==> config.mk <==
export PLATFORM = sky130hd
export DESIGN_NAME = doorbell_irq_regs
export DESIGN_NICKNAME = d
export VERILOG_FILES = /design/src/rtl/dbirq_pkg.sv /design/src/rtl/dbirq_decode.sv /design/src/rtl/dbirq_store.sv /design/src/rtl/dbirq_flag.sv /design/src/rtl/dbirq_resp.sv /design/src/rtl/doorbell_irq_regs.sv
export SDC_FILE = /design/constraint.sdc
export NUM_CORES = 1
export LEC_CHECK = 0
export BUFFER_PORTS_ARGS = -buffer_cell sky130_fd_sc_hd__buf_2
export CORE_ASPECT_RATIO = 1.2
export CORE_MARGIN = 10
export CORE_UTILIZATION = 61
export DETAILED_ROUTE_END_ITERATION = 7
export PLACE_DENSITY = 0.87
export SLEW_MARGIN = 20
export SYNTH_ARGS = -nofsm -noshare
export SYNTH_HDL_FRONTEND = slang
export SYNTH_SLANG_ARGS = --single-unit
==> constraint.sdc <==
create_clock -name clk_i -period 1.8 [get_ports clk_i]
set_input_delay 0.27 -clock clk_i [delete_from_list [all_inputs] [get_ports clk_i]]
set_output_delay 0.27 -clock clk_i [all_outputs]
set_load 0.005 [all_outputs]
==> src/rtl/dbirq_pkg.sv <==
package dbirq_pkg;
  localparam int DATA_W    = 32;
  localparam int NUM_SLOTS = 6;
  localparam int NUM_STORE = 4;  // plain read/write words occupy slots 0..3

  localparam int SLOT_DESC_A = 0;
  localparam int SLOT_DESC_B = 1;
  localparam int SLOT_CTRL   = 2;
  localparam int SLOT_STAT   = 3;
  localparam int SLOT_SW_SET = 4;
  localparam int SLOT_SW_CLR = 5;

  localparam int RING_BIT      = 29;  // descriptor B: raise line
  localparam int CTRL_ACK_BIT  = 16;  // control: drop line
  localparam int CTRL_ONE_BIT  = 17;  // control: always reads 1
  localparam int STAT_ACK_LO   = 16;
  localparam int STAT_ACK_HI   = 29;

  function automatic int slot_offset(input int idx);
    case (idx)
      SLOT_DESC_A: return 'h028;
      SLOT_DESC_B: return 'h02C;
      SLOT_CTRL:   return 'h04C;
      SLOT_STAT:   return 'h050;
      SLOT_SW_SET: return 'h1F0;
      default:     return 'h1F4;
    endcase
  endfunction
endpackage

==> src/rtl/dbirq_decode.sv <==
module dbirq_decode
  import dbirq_pkg::*;
#(
  parameter int ADDR_W = 12
) (
  input  logic                 req_valid_i,
  input  logic                 req_write_i,
  input  logic [ADDR_W-1:0]    req_addr_i,
  output logic [NUM_SLOTS-1:0] wr_hit_o,
  output logic [NUM_SLOTS-1:0] rd_hit_o
);
  logic [NUM_SLOTS-1:0] hit;

  for (genvar i = 0; i < NUM_SLOTS; i++) begin : g_slot
    localparam logic [ADDR_W-1:0] OFF = ADDR_W'(slot_offset(i));
    assign hit[i] = (req_addr_i == OFF);
  end

  assign wr_hit_o = hit & {NUM_SLOTS{req_valid_i &  req_write_i}};
  assign rd_hit_o = hit & {NUM_SLOTS{req_valid_i & ~req_write_i}};
endmodule

==> src/rtl/dbirq_store.sv <==
module dbirq_store
  import dbirq_pkg::*;
(
  input  logic                              clk_i,
  input  logic                              rst_ni,
  input  logic [NUM_SLOTS-1:0]              wr_hit_i,
  input  logic [DATA_W-1:0]                 wdata_i,
  output logic [NUM_STORE-1:0][DATA_W-1:0]  word_o,
  output logic [DATA_W-1:0]                 swirq_o
);
  for (genvar i = 0; i < NUM_STORE; i++) begin : g_word
    always_ff @(posedge clk_i or negedge rst_ni) begin
      if (!rst_ni)          word_o[i] <= '0;
      else if (wr_hit_i[i]) word_o[i] <= wdata_i;
    end
  end

  always_ff @(posedge clk_i or negedge rst_ni) begin
    if (!rst_ni)                     swirq_o <= '0;
    else if (wr_hit_i[SLOT_SW_SET])  swirq_o <= swirq_o | wdata_i;
    else if (wr_hit_i[SLOT_SW_CLR])  swirq_o <= swirq_o & ~wdata_i;
  end
endmodule

==> src/rtl/dbirq_flag.sv <==
module dbirq_flag
  import dbirq_pkg::*;
(
  input  logic                 clk_i,
  input  logic                 rst_ni,
  input  logic [NUM_SLOTS-1:0] wr_hit_i,
  input  logic [DATA_W-1:0]    wdata_i,
  output logic                 set_ev_o,
  output logic                 clr_ev_o,
  output logic                 irq_o
);
  logic unused_wdata;
  assign unused_wdata = ^wdata_i;

  assign set_ev_o = (wr_hit_i[SLOT_DESC_B] & wdata_i[RING_BIT])
                  |  wr_hit_i[SLOT_SW_SET];
  assign clr_ev_o = (wr_hit_i[SLOT_CTRL] & wdata_i[CTRL_ACK_BIT])
                  | (wr_hit_i[SLOT_STAT] & (wdata_i[STAT_ACK_LO] | wdata_i[STAT_ACK_HI]))
                  |  wr_hit_i[SLOT_SW_CLR];

  // clear has priority should both ever coincide
  always_ff @(posedge clk_i or negedge rst_ni) begin
    if (!rst_ni)       irq_o <= 1'b0;
    else if (clr_ev_o) irq_o <= 1'b0;
    else if (set_ev_o) irq_o <= 1'b1;
  end
endmodule

==> src/rtl/dbirq_resp.sv <==
module dbirq_resp
  import dbirq_pkg::*;
(
  input  logic                              clk_i,
  input  logic                              rst_ni,
  input  logic                              rd_req_i,
  input  logic [NUM_SLOTS-1:0]              rd_hit_i,
  input  logic [NUM_STORE-1:0][DATA_W-1:0]  word_i,
  input  logic [DATA_W-1:0]                 swirq_i,
  output logic                              rsp_valid_o,
  output logic [DATA_W-1:0]                 rsp_rdata_o
);
  logic [DATA_W-1:0] rd_next;

  always_comb begin
    rd_next = '0;
    for (int i = 0; i < NUM_STORE; i++)
      if (rd_hit_i[i]) rd_next = word_i[i];
    if (rd_hit_i[SLOT_CTRL]) rd_next[CTRL_ONE_BIT] = 1'b1;
    if (rd_hit_i[SLOT_SW_SET] | rd_hit_i[SLOT_SW_CLR]) rd_next = swirq_i;
  end

  always_ff @(posedge clk_i or negedge rst_ni) begin
    if (!rst_ni) begin
      rsp_valid_o <= 1'b0;
      rsp_rdata_o <= '0;
    end else begin
      rsp_valid_o <= rd_req_i;
      if (rd_req_i) rsp_rdata_o <= rd_next;
    end
  end
endmodule

==> src/rtl/doorbell_irq_regs.sv <==
module doorbell_irq_regs
  import dbirq_pkg::*;
#(
  parameter int ADDR_W = 12
) (
  input  logic              clk_i,
  input  logic              rst_ni,
  input  logic              req_valid_i,
  input  logic              req_write_i,
  input  logic [ADDR_W-1:0] req_addr_i,
  input  logic [DATA_W-1:0] req_wdata_i,
  output logic              rsp_valid_o,
  output logic [DATA_W-1:0] rsp_rdata_o,
  output logic              irq_o
);
  logic [NUM_SLOTS-1:0]             wr_hit, rd_hit;
  logic [NUM_STORE-1:0][DATA_W-1:0] word;
  logic [DATA_W-1:0]                swirq;
  logic                             set_ev, clr_ev;

  dbirq_decode #(.ADDR_W(ADDR_W)) u_decode (
    .req_valid_i (req_valid_i),
    .req_write_i (req_write_i),
    .req_addr_i  (req_addr_i),
    .wr_hit_o    (wr_hit),
    .rd_hit_o    (rd_hit)
  );

  dbirq_store u_store (
    .clk_i    (clk_i),
    .rst_ni   (rst_ni),
    .wr_hit_i (wr_hit),
    .wdata_i  (req_wdata_i),
    .word_o   (word),
    .swirq_o  (swirq)
  );

  dbirq_flag u_flag (
    .clk_i    (clk_i),
    .rst_ni   (rst_ni),
    .wr_hit_i (wr_hit),
    .wdata_i  (req_wdata_i),
    .set_ev_o (set_ev),
    .clr_ev_o (clr_ev),
    .irq_o    (irq_o)
  );

  dbirq_resp u_resp (
    .clk_i       (clk_i),
    .rst_ni      (rst_ni),
    .rd_req_i    (req_valid_i & ~req_write_i),
    .rd_hit_i    (rd_hit),
    .word_i      (word),
    .swirq_i     (swirq),
    .rsp_valid_o (rsp_valid_o),
    .rsp_rdata_o (rsp_rdata_o)
  );
endmodule

Yosys cells after proc, flatten, opt, wreduce, memory -nomap -nowiden --
Cells that the tools add are included.
Word-level totals: input port bits 48, flip-flop bits (word level) 194, output and inout port bits 34
Cells by class: bitwise gates (word level) 16, eq/ne operators 6, reduce and logical (&&, ||, !) cells 2, mux-type cells 10
Operators with widths (number):
- two-way mux 32 bit | 7
- bitwise AND 32 bit | 1
- inverter 32 bit | 1
- OR 32 bit | 1
- == test 12 x 6 -> 1 bit (second input constant) | 2
- == test 12 x 7 -> 1 bit (second input constant) | 2
- == test 12 x 9 -> 1 bit (second input constant) | 2
- bitwise AND 6 bit | 2
- bitwise AND 1 bit | 5
- OR 1 bit | 5
- nonzero test 2 bit | 2
- two-way mux 1 bit | 3
- inverter 1 bit | 1

Longest topological paths before layout --
depth after elaboration 9, mapped depth 8

By module --
A second synthesis with hierarchy kept.
Unflattened totals: cell total of the unflattened synthesis 643, area, all modules 9357.7 sq um
By module, submodules not included:
- dbirq_store | area each 6630.1 sq um, cells an instance 374, sequential area each 4003.8 sq um, times used 1
- dbirq_resp | area each 2441.1 sq um, cells an instance 233, sequential area each 825.8 sq um, times used 1
- dbirq_decode | area each 211.5 sq um, cells an instance 28, sequential area each 0.0 sq um, times used 1
- dbirq_flag | area each 61.3 sq um, cells an instance 7, sequential area each 25.0 sq um, times used 1
- doorbell_irq_regs | area each 13.8 sq um, cells an instance 1, sequential area each 0.0 sq um, times used 1

Worst setup path before layout --
No wires, ideal clock.
path kind input to register, from in req_addr_i[1], to reg u_flag.irq_o, arrival time 1.711 ns, stages on the path 6, path slack -0.049 ns, library setup time 0.138 ns, data required time 1.662 ns, path buffers 2, cells stage by stage or3b_1 or4_1 clkbuf_1 clkbuf_1 a211oi_1 a211oi_1
On the way: cells in the longest elaborated chain, start to end 6, elaborated cells between the ends (all ways) 14, those cells by class eq/ne (5); mux (1); bitwise (7); reduce/logical (1)
Ends and longest elaborated chain:
- start, declared | RTL line doorbell_irq_regs.sv:10 | input logic [ADDR_W-1:0] req_addr_i,
- == test 12 x 7 -> 1 bit | RTL line dbirq_decode.sv:16 | assign hit[i] = (req_addr_i == OFF);
- bitwise AND 6 bit * | RTL line dbirq_decode.sv:19 | assign wr_hit_o = hit & {NUM_SLOTS{req_valid_i & req_write_i}};
- bitwise AND 1 bit (on tied branches) | RTL line dbirq_flag.sv:17, dbirq_flag.sv:18
- OR 1 bit | RTL line dbirq_flag.sv:18 | | (wr_hit_i[SLOT_STAT] & (wdata_i[STAT_ACK_LO] | wdata_i[STAT_ACK_HI]))
- OR 1 bit | RTL line dbirq_flag.sv:19 | | wr_hit_i[SLOT_SW_CLR];
- two-way mux 1 bit / nonzero test 2 bit (equally long branches)
- end signal, assigned | RTL line dbirq_flag.sv:23 | if (!rst_ni) irq_o <= 1'b0;
- end signal, assigned | RTL line dbirq_flag.sv:24 | else if (clr_ev_o) irq_o <= 1'b0;
- end signal, assigned | RTL line dbirq_flag.sv:25 | else if (set_ev_o) irq_o <= 1'b1;
- end, declared | RTL line dbirq_flag.sv:10 | output logic irq_o
Mark *: on every way between the ends. The rest lies on a longest branch, timed or not. A chain may end at the register's enable or synchronous reset.

Worst setup path in the final report --
from in req_addr_i[9], to reg u_store.word_o[115] (netlist bit)
On the way: cells in the longest elaborated chain, start to end 2
Ends and longest elaborated chain:
- == test 12 x 7 -> 1 bit | RTL line dbirq_decode.sv:16
- bitwise AND 6 bit | RTL line dbirq_decode.sv:19
- end signal, assigned by index | RTL line dbirq_store.sv:14 | else if (wr_hit_i[i]) word_o[i] <= wdata_i;
- end, declared | RTL line dbirq_store.sv:8 | output logic [NUM_STORE-1:0][DATA_W-1:0] word_o,
No other way between the ends.

==> results by group <==
Timing
  – Hold Slack: approximately 0.097 ns
  – RSZ-0062 raised after global routing: no
  – Final cycle utilization of the critical path: between 90% and 100%
  – Worst-case clock skew: 0.00655 ns
  – Fmax: approximately 0.6 GHz
  – Final hold vios: 0
  – Min Tclk post-route: ~1.7 ns
  – Slew Limit Fails: 0
  – Slew margin rel.: 63.3%
  – Setup TNS: 0 ns
  – Worst Tran Pin Value: 0.550 ns
  – Final setup viols: 0

Synthesis
  – Yosys reg bits: 193
  – Async SR Flop Fraction: 100%
  – Most common cell in the netlist: dfrtp_1
  – Prevailing post-synth register cell: dfrtp_1
  – Cell variety after synth: 34
  – Dominant cells by area after synthesis: dfrtp_1 54%, mux2_2 11%, nand2_1 5.5%
  – Avg Cell Area, Syn: just over 10 um2
  – Register area share after synthesis: 54.0%
  – Top-area cell type share of the netlist area: about 54%
  – Top post-synthesis cells by count: 193 x dfrtp_1, 131 x nand2_1, 91 x mux2_2, 66 x nand3_1, 66 x nor2_1
  – Post-synth EDFFs: 0
  – Syn Inst Count: 876
  – Area leader, netlist: dfrtp_1
  – Syn nets: just over 900
  – Synthesis Warnings: 0
  – Netlist Area Pre-Place: between 8000 and 9000 um2

Route
  – Pre-antenna DRT Iters: 6
  – Vias per inst: about 6.5
  – Via Count: 7507
  – Initial DRC count: roughly 820
  – Final ANT Viol Nets: 0
  – DR WL/cell: roughly 22 um
  – Post-detailed-routing wire length: ~25 mm
  – Drc violations: 0

Power
  – Cell Pwr Density: between 800 and 900 nW/um2
  – Pleak: between 0.004 and 0.005 uW
  – Pint: between 6000 and 7000 uW
  – Reg power frac: around half
  – Combinational Power Share: around 7.8%
  – Sw frac: between 20% and 30%
  – Clk pwr share: 42.7%
  – Psw: ~2100 uW
  – Max VDD drop: ~0.62 mV

Clock tree
  – CTS H-tree lvls: 4
  – TritonCTS clock tree: done
  – Clock root cell: clkbuf_16
  – CTS Sinks: between 150 and 200
  – Worst-Skew Late Latency: about 0.44 ns
  – Total CTS buffers: 17
  – Max Root-Sink Buffers: 2
  – Post-CTS Setup Bufs: 0
  – Clock transition at path regs: around 0.070 ns

Layout
  – ANT cells: 0
  – Non-Filler Instances: around 1200
  – Register area: about 4800 um2
  – Area of the multi-input gates: 3860 um2
  – Layout fillers: roughly 950
  – Share of layout cells above drive strength 1: roughly 28%
  – Area Overhead vs Synth: 17.4%
  – Final #Nets: a little over 1000

Global routing
  – GRT busiest layer: met2
  – Largest net degree at the start of global routing: 62
  – GRT Overall Usage: 25.7%
  – GRT met2 Usage: between 30% and 40%
  – Routing usage on met3: a little over 7%
  – Vias in the first global route: between 7000 and 8000
  – GR met1 Demand/Resource: roughly a third
  – First-pass GRT wire length: about 40 mm
  – Grt total ovfl: 0
  – Initial antenna violation count: 0

Hold path
  – WHS Path Cells: 3
  – Hold_sp: req_wdata_i[23]
  – Hold endpoint: u_store.word_o[55]
  – Hold Path Class: primary input to flip-flop

Die
  – Die height: 153 um
  – Die area: about 20000 um2
  – Rows: 48
  – Starting density of the core: about 62%
  – Core Region: around 14000 um2
  – Die W: 131 um
  – Boundary Pins: a little over 80

Status
  – Status: completed

Placed design
  – PortBufs: 81
  – Placed Cells: approximately 1100
  – DP HPWL: roughly 16 mm
  – Final Wtd Congestion: a little over 0.9

Worst setup path
  – Crit path capture type: flip-flop
  – Setup Crit Path Kind: primary input to flip-flop
  – Reg-to-reg startpoint: u_store.word_o[57]
  – Crit-path max FO: 33
  – Startpoint Class: primary input
  – Register-to-register setup slack: ~0.59 ns
  – Worst-case reg-to-reg path depth: 4
  – Worst Path Required: 2.12 ns
  – R2R Path End: u_resp.rsp_rdata_o[25]
  – Crit path DAT: ~2.0 ns

Run
  – Maxcap violations: 0
-- cell families (layout without fill, tap and decap cells) --
kind of cell | Yosys count | count (layout) | share of synthesized area (%)
and+or+nand+nor | 319 | 319 | 16.1
DFF | 193 | 193 | 54.0
AOI/OAI and AO/OA | 163 | 163 | 11.0
muxes | 127 | 127 | 15.5
buffers and inverters | 74 | 179 | 3.44
-- timing repair --
| item | CTS | global route |
|---|---|---|
| endpoints found under the setup margin | 0 | 17 |
| hold buffers | 1 | 0 |
| resized for setup | 0 | 3 |
| hold endpoints to repair | 56 | 0 |
-- per-layer routing --
layer  wire (um)  part of all wire (%)
met1        9750                    39
met2       12200                    48
met3        2440                   9.6
met4         937                   3.7
met5           0                     0
-- worst max-delay path: stages --
cell,delay [ns]
buf_2,0.12
nor4_4,0.37
buf_4,0.44
nand4_1,0.21
buf_4,0.28
mux2_2,0.31
-- how the worst max path moves through the flow --
stage	start	end	cells after the start
6_report	req_addr_i[9]	u_store.word_o[115]	6
5_1_grt	req_addr_i[9]	u_flag.irq_o	6
4_1_cts	req_addr_i[1]	u_resp.rsp_rdata_o[29]	8
3_5_place_dp	req_addr_i[9]	u_resp.rsp_rdata_o[4]	7
3_3_place_gp	req_addr_i[1]	u_resp.rsp_rdata_o[25]	6
2_1_floorplan	req_addr_i[9]	u_store.word_o[10]	5
-- power by group through the flow --
| stage | combinational [uW] | clock [uW] | sequential, uW |
|---|---|---|---|
| 4_1_cts | 708 | 3890 | 4490 |
| 3_3_place_gp | 680 | 0 | 4570 |
| 2_1_floorplan | 251 | 0 | 4560 |
| 6_report | 706 | 3880 | 4490 |
| 5_1_grt | 771 | 4050 | 4500 |
| 3_5_place_dp | 700 | 0 | 4570 |
-- per-stage QoR --
stage               area, um2  power, uW  worst slack (ns)  utilization, %
floorplan                8960       4810           -0.0413               -
global placement         9880       5250            -0.201            68.6
detailed placement       9880       5270            -0.269            68.6
CTS                     10500       9090             0.152            72.8
global route            10500       9320            0.0121            72.9
finish                  10500       9080            0.0958            72.9
-- layout by cell type, fill, tap and decap left out, drive strengths merged, types with 2 or more instances in the layout --
cell | Yosys | routed
nor4 | 6 | 6
mux2 | 95 | 95
nor2 | 66 | 66
inv | 2 | 3
clkinv | 1 | 3
nor3 | 33 | 33
bufinv | 0 | 3
nand4 | 2 | 2
a211oi | 34 | 34
nand3 | 66 | 66
buf | 25 | 143
o21ai | 63 | 63
nand2b | 4 | 4
mux2i | 32 | 32
or4 | 2 | 2
clkinvlp | 0 | 3
clkbuf | 46 | 23
dfrtp | 193 | 193
nand2 | 132 | 132
o211ai | 31 | 31
or2 | 2 | 2
a21oi | 33 | 33
or3 | 2 | 2
-- area by class of cell --
class,count,area share (%)
clock buffer,22,4.42
clock inverter,9,1.25
inverter,3,0.107
multi-input combinational,609,36.7
sequential,193,46.0
tap,175,2.08
timing repair buffer,145,9.44
(Power assumes the default switching activity.)
